<file path="src/rtl/tcb_pkg.sv">
package tcb_pkg;
  localparam int BUS_AW = 12;

  localparam logic [BUS_AW-1:0] OFS_DEPTH = 12'h004;
  localparam logic [BUS_AW-1:0] OFS_STAT  = 12'h00C;
  localparam logic [BUS_AW-1:0] OFS_RDAT  = 12'h010;
  localparam logic [BUS_AW-1:0] OFS_RPTR  = 12'h014;
  localparam logic [BUS_AW-1:0] OFS_WPTR  = 12'h018;
  localparam logic [BUS_AW-1:0] OFS_TRIG  = 12'h01C;
  localparam logic [BUS_AW-1:0] OFS_CTRL  = 12'h020;
  localparam logic [BUS_AW-1:0] OFS_WDAT  = 12'h024;
  localparam logic [BUS_AW-1:0] OFS_FSTAT = 12'h300;
  localparam logic [BUS_AW-1:0] OFS_FCTRL = 12'h304;

  localparam int FC_FMT      = 0;
  localparam int FC_FLUSH    = 6;
  localparam int FC_STOP_FL  = 12;
  localparam int FC_STOP_TRG = 13;

  localparam int FS_BUSY    = 0;
  localparam int FS_STOPPED = 1;

  localparam int FRAME_WORDS = 4;

  typedef struct packed {
    logic fmt_en;
    logic stop_flush;
    logic stop_trig;
  } fctl_t;
endpackage

</file>
<file path="src/rtl/tcb_store.sv">
module tcb_store #(
  parameter int DEPTH  = 64,
  parameter int DATA_W = 32,
  parameter int PTR_W  = $clog2(DEPTH)
) (
  input  logic              clk,
  input  logic              we,
  input  logic [PTR_W-1:0]  waddr,
  input  logic [DATA_W-1:0] wdata,
  input  logic [PTR_W-1:0]  raddr,
  output logic [DATA_W-1:0] rdata
);
  logic [DATA_W-1:0] mem [DEPTH];

  genvar g;
  generate
    for (g = 0; g < DEPTH; g++) begin : g_word
      logic hit;
      assign hit = we && (waddr == PTR_W'(g));
      always_ff @(posedge clk) begin
        if (hit) mem[g] <= wdata;
      end
    end
  endgenerate

  assign rdata = mem[raddr];
endmodule

</file>
<file path="src/rtl/tcb_capture.sv">
module tcb_capture #(
  parameter int CNT_W = 16
) (
  input  logic             clk,
  input  logic             rst_n,
  input  logic             cfg_en,
  input  logic             cfg_stop_trig,
  input  logic             cfg_stop_flush,
  input  logic [CNT_W-1:0] cfg_trg,
  input  logic             rearm,
  input  logic             flush_req,
  input  logic             bus_block,
  input  logic             trig_in,
  input  logic             valid_in,
  input  logic [1:0]       wptr_lo,
  output logic             ready,
  output logic             accept,
  output logic             pad_we,
  output logic             flush_busy,
  output logic             halted
);
  logic             halted_q, halted_d;
  logic             flush_q, flush_d;
  logic             arm_q, arm_d;
  logic [CNT_W-1:0] remain_q, remain_d;
  logic             capturing, trig_done, aligned, flush_end, trig_load;

  always_comb begin
    capturing = cfg_en && !halted_q;
    trig_done = arm_q && (remain_q == '0);
    aligned   = (wptr_lo == 2'(0));
    ready     = capturing && !flush_q && !trig_done && !bus_block;
    accept    = valid_in && ready;
    pad_we    = flush_q && capturing && !aligned && !bus_block;
    flush_end = flush_q && (!capturing || aligned);
    trig_load = !arm_q && trig_in && capturing && cfg_stop_trig;

    halted_d = halted_q;
    if (rearm) halted_d = 1'b0;
    else if (trig_done || (flush_end && capturing && cfg_stop_flush)) halted_d = 1'b1;

    flush_d = flush_q;
    if (flush_req) flush_d = 1'b1;
    else if (flush_end) flush_d = 1'b0;

    arm_d    = arm_q;
    remain_d = remain_q;
    if (rearm) begin
      arm_d    = 1'b0;
      remain_d = '0;
    end else if (trig_load) begin
      arm_d    = 1'b1;
      remain_d = cfg_trg;
    end else if (arm_q && accept && (remain_q != '0)) begin
      remain_d = remain_q - 1'b1;
    end
  end

  always_ff @(posedge clk or negedge rst_n) begin
    if (!rst_n) begin
      halted_q <= 1'b0;
      flush_q  <= 1'b0;
      arm_q    <= 1'b0;
      remain_q <= '0;
    end else begin
      halted_q <= halted_d;
      flush_q  <= flush_d;
      arm_q    <= arm_d;
      remain_q <= remain_d;
    end
  end

  assign flush_busy = flush_q;
  assign halted     = halted_q;
endmodule

</file>
<file path="src/rtl/tcb_regs.sv">
module tcb_regs
  import tcb_pkg::*;
#(
  parameter int DEPTH  = 64,
  parameter int DATA_W = 32,
  parameter int CNT_W  = 16,
  parameter int PTR_W  = $clog2(DEPTH)
) (
  input  logic              clk,
  input  logic              rst_n,
  input  logic              bus_sel,
  input  logic              bus_wr,
  input  logic [BUS_AW-1:0] bus_addr,
  input  logic [DATA_W-1:0] bus_wdata,
  output logic [DATA_W-1:0] bus_rdata,
  input  logic [DATA_W-1:0] mem_rdata,
  input  logic              cap_we,
  input  logic              flush_busy,
  input  logic              halted,
  output logic              cfg_en,
  output fctl_t             cfg_fc,
  output logic [CNT_W-1:0]  cfg_trg,
  output logic              rearm,
  output logic              flush_req,
  output logic              bus_block,
  output logic              wd_we,
  output logic [PTR_W-1:0]  wptr,
  output logic [PTR_W-1:0]  rptr,
  output logic              full
);
  localparam logic [PTR_W-1:0] LAST = PTR_W'(DEPTH - 1);

  logic              en_q, en_d;
  fctl_t             fc_q, fc_d;
  logic [CNT_W-1:0]  trg_q, trg_d;
  logic [PTR_W-1:0]  wptr_q, wptr_d, rptr_q, rptr_d;
  logic              full_q, full_d;
  logic [DATA_W-1:0] rdata_q, rdata_d;
  logic              wr, rd;

  always_comb begin
    wr        = bus_sel && bus_wr;
    rd        = bus_sel && !bus_wr;
    wd_we     = wr && (bus_addr == OFS_WDAT);
    bus_block = wr && ((bus_addr == OFS_WDAT) || (bus_addr == OFS_WPTR));
    rearm     = wr && (bus_addr == OFS_CTRL) && bus_wdata[0] && !en_q;
    flush_req = wr && (bus_addr == OFS_FCTRL) && bus_wdata[FC_FLUSH];

    en_d  = en_q;
    fc_d  = fc_q;
    trg_d = trg_q;
    if (wr && (bus_addr == OFS_CTRL)) en_d = bus_wdata[0];
    if (wr && (bus_addr == OFS_TRIG)) trg_d = bus_wdata[CNT_W-1:0];
    if (wr && (bus_addr == OFS_FCTRL)) begin
      fc_d.fmt_en     = bus_wdata[FC_FMT];
      fc_d.stop_flush = bus_wdata[FC_STOP_FL];
      fc_d.stop_trig  = bus_wdata[FC_STOP_TRG];
    end

    wptr_d = wptr_q;
    if (wr && (bus_addr == OFS_WPTR)) wptr_d = bus_wdata[PTR_W-1:0];
    else if (wd_we || cap_we) wptr_d = wptr_q + 1'b1;

    rptr_d = rptr_q;
    if (wr && (bus_addr == OFS_RPTR)) rptr_d = bus_wdata[PTR_W-1:0];
    else if (rd && (bus_addr == OFS_RDAT)) rptr_d = rptr_q + 1'b1;

    full_d = full_q;
    if (rearm) full_d = 1'b0;
    else if (cap_we && (wptr_q == LAST)) full_d = 1'b1;

    rdata_d = rdata_q;
    if (rd) begin
      rdata_d = '0;
      case (bus_addr)
        OFS_DEPTH: rdata_d = DATA_W'(DEPTH);
        OFS_STAT:  rdata_d[0] = full_q;
        OFS_RDAT:  rdata_d = mem_rdata;
        OFS_RPTR:  rdata_d = DATA_W'(rptr_q);
        OFS_WPTR:  rdata_d = DATA_W'(wptr_q);
        OFS_TRIG:  rdata_d = DATA_W'(trg_q);
        OFS_CTRL:  rdata_d[0] = en_q;
        OFS_FSTAT: begin
          rdata_d[FS_BUSY]    = flush_busy;
          rdata_d[FS_STOPPED] = !en_q || halted;
        end
        OFS_FCTRL: begin
          rdata_d[FC_FMT]      = fc_q.fmt_en;
          rdata_d[FC_FLUSH]    = flush_busy;
          rdata_d[FC_STOP_FL]  = fc_q.stop_flush;
          rdata_d[FC_STOP_TRG] = fc_q.stop_trig;
        end
        default: rdata_d = '0;
      endcase
    end
  end

  always_ff @(posedge clk or negedge rst_n) begin
    if (!rst_n) begin
      en_q    <= 1'b0;
      fc_q    <= '0;
      trg_q   <= '0;
      wptr_q  <= '0;
      rptr_q  <= '0;
      full_q  <= 1'b0;
      rdata_q <= '0;
    end else begin
      en_q    <= en_d;
      fc_q    <= fc_d;
      trg_q   <= trg_d;
      wptr_q  <= wptr_d;
      rptr_q  <= rptr_d;
      full_q  <= full_d;
      rdata_q <= rdata_d;
    end
  end

  assign cfg_en    = en_q;
  assign cfg_fc    = fc_q;
  assign cfg_trg   = trg_q;
  assign wptr      = wptr_q;
  assign rptr      = rptr_q;
  assign full      = full_q;
  assign bus_rdata = rdata_q;
endmodule

</file>
<file path="src/rtl/trace_capture_buffer.sv">
module trace_capture_buffer
  import tcb_pkg::*;
#(
  parameter int DEPTH  = 64,
  parameter int DATA_W = 32,
  parameter int CNT_W  = 16
) (
  input  logic              clk,
  input  logic              rst_n,
  input  logic              bus_sel,
  input  logic              bus_wr,
  input  logic [11:0]       bus_addr,
  input  logic [DATA_W-1:0] bus_wdata,
  output logic [DATA_W-1:0] bus_rdata,
  input  logic              trc_valid,
  input  logic [DATA_W-1:0] trc_data,
  input  logic              trc_trigger,
  output logic              trc_ready
);
  localparam int PTR_W = $clog2(DEPTH);

  logic rst_meta, srst_n;
  always_ff @(posedge clk or negedge rst_n) begin
    if (!rst_n) begin
      rst_meta <= 1'b0;
      srst_n   <= 1'b0;
    end else begin
      rst_meta <= 1'b1;
      srst_n   <= rst_meta;
    end
  end

  logic              cfg_en, rearm, flush_req, bus_block, wd_we, full;
  fctl_t             cfg_fc;
  logic [CNT_W-1:0]  cfg_trg;
  logic [PTR_W-1:0]  wptr, rptr;
  logic              accept, pad_we, flush_busy, halted, cap_we, mem_we;
  logic [DATA_W-1:0] mem_rdata, mem_wdata;

  assign cap_we    = accept || pad_we;
  assign mem_we    = wd_we || cap_we;
  assign mem_wdata = wd_we ? bus_wdata : (pad_we ? '0 : trc_data);

  tcb_regs #(.DEPTH(DEPTH), .DATA_W(DATA_W), .CNT_W(CNT_W), .PTR_W(PTR_W)) u_regs (
    .clk(clk), .rst_n(srst_n),
    .bus_sel(bus_sel), .bus_wr(bus_wr), .bus_addr(bus_addr),
    .bus_wdata(bus_wdata), .bus_rdata(bus_rdata),
    .mem_rdata(mem_rdata), .cap_we(cap_we),
    .flush_busy(flush_busy), .halted(halted),
    .cfg_en(cfg_en), .cfg_fc(cfg_fc), .cfg_trg(cfg_trg),
    .rearm(rearm), .flush_req(flush_req), .bus_block(bus_block),
    .wd_we(wd_we), .wptr(wptr), .rptr(rptr), .full(full)
  );

  tcb_capture #(.CNT_W(CNT_W)) u_capture (
    .clk(clk), .rst_n(srst_n),
    .cfg_en(cfg_en), .cfg_stop_trig(cfg_fc.stop_trig),
    .cfg_stop_flush(cfg_fc.stop_flush), .cfg_trg(cfg_trg),
    .rearm(rearm), .flush_req(flush_req), .bus_block(bus_block),
    .trig_in(trc_trigger), .valid_in(trc_valid), .wptr_lo(wptr[1:0]),
    .ready(trc_ready), .accept(accept), .pad_we(pad_we),
    .flush_busy(flush_busy), .halted(halted)
  );

  tcb_store #(.DEPTH(DEPTH), .DATA_W(DATA_W), .PTR_W(PTR_W)) u_store (
    .clk(clk), .we(mem_we), .waddr(wptr), .wdata(mem_wdata),
    .raddr(rptr), .rdata(mem_rdata)
  );
endmodule

</file>
<file path="config.mk">
export PLATFORM = sky130hd
export DESIGN_NAME = trace_capture_buffer
export DESIGN_NICKNAME = d
export VERILOG_FILES = /design/src/rtl/tcb_pkg.sv /design/src/rtl/tcb_store.sv /design/src/rtl/tcb_capture.sv /design/src/rtl/tcb_regs.sv /design/src/rtl/trace_capture_buffer.sv
export SDC_FILE = /design/constraint.sdc
export NUM_CORES = 2
export LEC_CHECK = 0
export BUFFER_PORTS_ARGS = -buffer_cell sky130_fd_sc_hd__buf_2
export CAP_MARGIN = 20
export CELL_PAD_IN_SITES_DETAIL_PLACEMENT = 1
export CELL_PAD_IN_SITES_GLOBAL_PLACEMENT = 1
export CORE_ASPECT_RATIO = 1.2
export CORE_MARGIN = 2
export CORE_UTILIZATION = 45
export CTS_BUF_LIST = sky130_fd_sc_hd__clkbuf_2 sky130_fd_sc_hd__clkbuf_4 sky130_fd_sc_hd__clkbuf_8
export CTS_CLUSTER_SIZE = 24
export DETAILED_ROUTE_END_ITERATION = 12
export GPL_TIMING_DRIVEN = 0
export MAX_ROUTING_LAYER = met4
export PLACE_DENSITY_LB_ADDON = 0.1
export REMOVE_ABC_BUFFERS = 1
export SLEW_MARGIN = 30
export SYNTH_ARGS = -nofsm -noshare
export SYNTH_HDL_FRONTEND = slang
export SYNTH_HIERARCHICAL = 1
export SYNTH_SLANG_ARGS = --single-unit
export TNS_END_PERCENT = 10
</file>
<file path="constraint.sdc">
create_clock -name clk -period 3.55 [get_ports clk]
set_input_delay 0 -clock clk [delete_from_list [all_inputs] [get_ports clk]]
set_output_delay 0 -clock clk [all_outputs]
set_load 0.02 [all_outputs]
</file>
After elaboration in Yosys (flattened, before gate mapping)

Memory sizes are Yosys's and may differ from the RTL's.
Index checks and enable logic that the tools add are counted.
W data, S select, Z words.

Register bits: 86
Bits in latches: 0
Bits in writable memories: 2048
ROM bits: 0
Input bits: 82
Output and inout bits: 33
Logic and storage cells: 617
Memories kept: 1

Memory list:

| name        | depth | width | read ports | clocked after Yosys merged registers in | wr ports | RTL line        | RTL |
|---|---|---|---|---|---|---|---|
| u_store.mem | 64    | 32    | 1          | 0                                       | 1        | tcb_store.sv:13 | `logic [DATA_W-1:0] mem [DEPTH];` |

Add/sub/neg operators: 3
$mul: 0
Divide/modulo/power cells: 0
Magnitude comparators: 0
Equality and inequality tests: 73
Shift operators: 0
Muxes and demuxes: 341
Bitwise logic cells: 0
Reductions and logical operators: 184

Operators by type and width:

| cell                    | number |
|---|---|
| $mux W32                | 65 |
| $reduce_or A32 Y1       | 63 |
| $mux W6                 | 67 |
| $mux W1                 | 199 |
| $eq A6 B6 Y1 const B    | 32 |
| $eq A6 B5 Y1 const B    | 16 |
| $logic_and A1 B1 Y1     | 95 |
| $eq A12 B5 Y1 const B   | 4 |
| $eq A6 B4 Y1 const B    | 8 |
| $mux W16                | 3 |
| $pmux W18 S2            | 1 |
| $eq A12 B10 Y1 const B  | 2 |
| $eq A12 B6 Y1 const B   | 2 |
| $eq A6 B3 Y1 const B    | 4 |
| $logic_not A16 Y1       | 1 |
| $pmux W4 S4             | 1 |
| $reduce_bool A16 Y1     | 1 |
| $sub A16 B1 Y16 const B | 1 |
| $add A6 B1 Y6 const B   | 2 |
| $eq A12 B3 Y1 const B   | 1 |
| $eq A12 B4 Y1 const B   | 1 |
| $eq A6 B2 Y1 const B    | 2 |
| $reduce_bool A2 Y1      | 6 |
| $pmux W5 S2             | 1 |
| 10 further kinds        | 23 |

Longest topological paths before layout

Depth in word-level cells: 75
Mapped depth: 13
Depth with buffers taken out: 12

Hierarchy

Netlist, hierarchy kept.

By module, submodules not included:

| module               | times used | cells each | area an instance (um^2) | sequential area each (um^2) |
|---|---|---|---|---|
| tcb_store            | 1          | 3476       | 78109.9                 | 61499.0 |
| tcb_regs             | 1          | 320        | 3189.3                  | 1626.6 |
| tcb_capture          | 1          | 137        | 1276.2                  | 475.5 |
| trace_capture_buffer | 1          | 47         | 424.2                   | 50.0 |

Worst setup path before layout

OpenSTA, ideal clock, no wires.

Path kind: reg2reg
Start point: register u_capture.remain_q[0]
End point: memory u_store.mem[10][0] (enable)
Library setup time: 0.421 ns
Arrival time: 3.803 ns
Required time: 3.129 ns
Slack: -0.674 ns
Cell stages (with the launch flop): 13
Buffers on the path: 3
Period minus slack after synthesis: 4.224 ns
Cell sequence: dfrtp_1 -> inv_1 -> ha_1 -> nor4b_1 -> nand4_1 -> clkbuf_1 -> o21a_1 -> and2_1 -> or3_1 -> or3b_2 -> clkbuf_1 -> clkbuf_1 -> nor2_1

Elaborated cells on any way between the ends: 389
Classes of those cells: 254 x mux; 135 x reduce/logical

RTL lines:

| element                                                     | RTL line                   | RTL |
|---|---|---|
| start, declared                                             | tcb_capture.sv:25          | `logic [CNT_W-1:0] remain_q, remain_d;` |
| start signal, assigned                                      | tcb_capture.sv:69          | `remain_q <= remain_d;` |
| $logic_not A16 Y1 *                                         | tcb_capture.sv:30          | `trig_done = arm_q && (remain_q == '0);` |
| $logic_and A1 B1 Y1 *                                       | tcb_capture.sv:30          |  |
| $logic_not A1 Y1 *                                          | tcb_capture.sv:32          | `ready = capturing && !flush_q && !trig_done && !bus_block;` |
| $logic_and A1 B1 Y1 * (2 in series)                         | tcb_capture.sv:32          |  |
| net trc_ready                                               | trace_capture_buffer.sv:18 | `output logic trc_ready` |
| $logic_and A1 B1 Y1 *                                       | tcb_capture.sv:33          | `accept = valid_in && ready;` |
| net accept                                                  | trace_capture_buffer.sv:37 | `logic accept, pad_we, flush_busy, halted, cap_we, mem_we;` |
| $logic_or A1 B1 Y1 *                                        | trace_capture_buffer.sv:40 | `assign cap_we = accept \|\| pad_we;` |
| $logic_or A1 B1 Y1 *                                        | trace_capture_buffer.sv:41 | `assign mem_we = wd_we \|\| cap_we;` |
| net mem_we                                                  | trace_capture_buffer.sv:37 |  |
| $logic_and A1 B1 Y1 *                                       | tcb_store.sv:19            | `assign hit = we && (waddr == PTR_W'(g));` |
| net u_store.g_word[10].hit                                  | tcb_store.sv:18            | `logic hit;` |
| $mux W1 *                                                   | tcb_store.sv:21            | `if (hit) mem[g] <= wdata;` |
| $mux W1 (implied by the code) *                             | tcb_store.sv:21            |  |
| $reduce_or A32 Y1 (no line)                                 | -                          |  |
| $mux W6 (no line) or $mux W1 (tied branches) (54 in series) | -                          |  |
| end, declared                                               | tcb_store.sv:13            |  |

The timed path passes the listed nets; every way through them passes the cells marked *.

Worst setup path after layout

Start point: register u_regs.rptr_q[0] (netlist: u_regs/rptr[0])
End point: register u_regs.rdata_q[17] (netlist: u_regs/bus_rdata[17])

Cells in the longest elaborated chain, start to end: 2

RTL lines:

| element                | RTL line                   | RTL |
|---|---|---|
| start, declared        | tcb_regs.sv:36             | `logic [PTR_W-1:0] wptr_q, wptr_d, rptr_q, rptr_d;` |
| start signal, assigned | tcb_regs.sv:112            | `rptr_q <= rptr_d;` |
| $mem_v2 Z64 W32        | -                          |  |
| net mem_rdata[17]      | trace_capture_buffer.sv:38 | `logic [DATA_W-1:0] mem_rdata, mem_wdata;` |
| $pmux W18 S2           | tcb_regs.sv:75             | `case (bus_addr)` |
| end signal, assigned   | tcb_regs.sv:114            | `rdata_q <= rdata_d;` |
| end, declared          | tcb_regs.sv:38             | `logic [DATA_W-1:0] rdata_q, rdata_d;` |

The timed path passes the listed nets, and every way through them passes these cells.
A chain may end at the register's enable or synchronous reset.

==> impl_metrics.toml <==
[critical_path]
max_stage_delay_ps = 560
cp_data_arrival_time_ps = 4550
worstSetupPathType = "reg2reg"
endpoint_kind = "flip-flop"
slowest_stage = "mux4_2"
path_cells = "buf_16 -> buf_16 -> buf_16 -> buf_16 -> buf_4 -> bufbuf_16 -> mux2i_1 -> a221o_1 -> mux4_2 -> mux2i_2 -> nand2_1 -> o21ai_0"
cp.required_ps = 4500
crit_family = "multiplexers"
path_common_cell = "buf_16"
cp_max_fo = 14
start_kind = "flip-flop"
path_buf_inv = 6

[placement]
gp_congestion = 0.8255
port_buffers = 114
place_area_um2 = 92330
place_hpwl_mm = 161.8

[timing]
slew_violations = 0
period_share_pct = 101.3
worst_slew_pin_slew_ps = 920.4
max_slew_margin_pct = 38.44
hold_viol_final = 0
max_freq_ghz = 0.2782
finClkSkew_ps = 68.19
setup_viol = 11
setup_ws_ps = -45.12
grt_setup_unrepaired = "yes"
fin_crit_ps = 3595

[logic_synthesis]
synth_cell_types = 80
synth_area_um2 = 83000
synth_edf_count = 2048
synth_area_leader_cell = "edfxtp_1"
synthFlopType = "edfxtp_1"
synthArstFlopShare_pct = 4.030
syn_inst = 3980
ys_warn_count = 6
yosysSeqAreaShare_pct = 76.69
synth-seq-cells = 2134
synth_top_area_share_pct = 74.10
synth_commonest_cells = "edfxtp_1 (2048), mux4_2 (451), nor2_1 (140)"
avgSynthCellArea_um2 = 20.85
synth.most_common_cell = "edfxtp_1"
yosys-top-cells-area = "edfxtp_1 (74%), mux4_2 (12%), dfrtp_1 (2.6%)"

[cts]
cts_tree = "done"
cts_made_buffers = 351
clock_sinks = 2134
htreeDepth = 5
cts-root-buf = "clkbuf_8"
clkTransAtPathRegs_ps = 70
clock_latency_ps = 1060
cts_buffer_depth = 4

[routing]
firstDrtPassIters = 5
wl_per_cell_um = 34.99
ant_nets = 0
drt_iter0_drc = 4709
viasPerCell = 6.051
drc = 0
routed_wl_mm = 258.1
num_vias = 44630

[global_route]
grt-ovfl-total = 0
grt_max_degree = 65
grt_usage_pct = 28.55
grt_pass1_wl_mm = 364.6
first_global_vias = 47220
antenna_found_initial = 20

[power_and_ir_drop]
power.total_w = 0.04938
power_density_nw_per_um2 = 483.9
power_leakage_nw = 33.94
peakVddDrop_mv = 0.3865

[floorplanning]
rows = 172
dieArea_um2 = 187900
initial_core_util_pct = 45.32
die_w_um = 396.1
die_h_um = 474.5
io_pins = 115
core_area_um2 = 183100

[status]
status = "complete, but fails checks"
failed_checks = "negative setup slack"

[layout]
syn_to_final_growth_pct = 22.93
nets = 4758
fin_area_um2 = 102000
drive_gt1_share_pct = 33.98
fill_cells = 15740

[job]
cap_violations = 0

[min_path]
worstHoldPathType = "in2reg"
## layout by cell type (no fill, tap or decap), types with 20 or more instances in the layout
master | synthesis | layout
clkinv_1 | 0 | 81
clkbuf_8 | 0 | 363
nor2_1 | 140 | 66
buf_4 | 23 | 30
buf_2 | 52 | 117
nor2_4 | 1 | 71
o21ai_0 | 34 | 33
a21oi_1 | 27 | 27
mux2i_1 | 129 | 124
o221ai_1 | 49 | 38
nand3_1 | 81 | 80
mux4_2 | 451 | 451
nand2_1 | 137 | 133
o22ai_1 | 72 | 60
nor2b_1 | 25 | 20
buf_16 | 0 | 188
clkinv_2 | 0 | 45
clkbuf_4 | 0 | 108
a22o_4 | 0 | 31
buf_12 | 1 | 42
dlygate4sd3_1 | 0 | 162
nand4_1 | 48 | 48
a221o_1 | 24 | 24
edfxtp_1 | 2048 | 2048
dfrtp_1 | 86 | 77
mux2_2 | 74 | 74
a22oi_1 | 55 | 55
## cell families after synthesis
family / after synthesis / share of synthesized area [%]
xor+xnor: 18 / 0.1899
simple gates: 546 / 3.342
other cells: 1 / 0.004518
fa+ha+maj: 4 / 0.06030
mux: 654 / 14.80
buf+inv: 239 / 1.450
flops: 2134 / 76.69
compound gates: 384 / 3.467
## area by class of cell
cell class                 count  area, um^2  share of cell area (%)
sequential                  2134       63680                   62.41
tap                         2436        3048                   2.987
clock inverter               136       694.4                  0.6806
antenna                       14       35.03                 0.03434
timing repair buffer         569        9181                   8.999
clock buffer                 471        5807                   5.691
multi-input combinational   1608       19550                   19.16
inverter                       8       32.53                 0.03188
## power by group
part,switching [W],internal (W)
Clock,0.00972,0.0109
Sequential,0.0000212,0.0276
Combinational,0.000773,0.000406
Total,0.0105,0.0389
## flip-flops by register name, indices dropped and copies added (netlist names)
register	count
u_capture/remain_q	16
u_regs/bus_rdata	32
u_capture/halted	1
u_regs/wptr	6
u_capture/arm_q	1
u_regs/rptr	6
rst_meta	1
u_regs/cfg_en	1
u_regs/cfg_fc	3
u_store/mem	2048
u_regs/full	1
u_regs/cfg_trg	16
srst_n	1
u_capture/flush_busy	1
## tightest hold or removal path: stages
cell and delay, ps:
buf_2 100, nor4_2 70, a41oi_1 630, xor2_1 200, a21oi_1 70
## per-stage QoR
step	worst slack (ps)	util (%)	setup TNS, ps	hold slack (ps)	instances
after global routing	-146.0	55.70	-622.0	115.2	7369
after CTS	-0.8682	55.61	-0.9850	5.326	7355
after detailed placement	-1784	50.41	-2546770	-211.3	6535
after global placement	-32010	46.66	-	-212.7	6299
after floorplan	-19650	-	-2231240	-295.6	3749
final	-45.12	55.71	-192.7	74.27	7376
## worst paths after layout
| path | slack (ps) | to | from | cells past startpoint |
|---|---|---|---|---|
| max | -50 | u_regs/bus_rdata[17] | u_regs/rptr[0] | 12 |
| max reg2reg | -50 | u_regs/bus_rdata[17] | u_regs/rptr[0] | 12 |
| max in group asynchronous | 2480 | u_regs/wptr[0] | srst_n | 2 |
| min reg2reg | 250 | u_regs/cfg_trg[8] | srst_n | 0 |
| min in group asynchronous | 250 | u_regs/cfg_trg[8] | srst_n | 0 |
| min | 70 | u_regs/wptr[0] | bus_addr[7] | 5 |
## metal layers
layer / GRT usage [%] / routed length, um / vias to the layer above
li1: - / - / 18210
met1: 36.58 / 102700 / 24200
met2: 45.37 / 127500 / 1781
met3: 5.093 / 16810 / 440
met4: 11.76 / 11170 / 0
met5: - / 0 / -
## timing repair
action | CTS | global route
endpoints found under the hold margin | 2134 | 64
gates resized for setup | 77 | 19
hold buffers | 161 | 2
setup endpoints to repair | 2085 | 1246
pin swaps | 15 | 6
gates cloned | 18 | 1
buffers inserted | 34 | 5
Power figures use the tool's default switching activity.
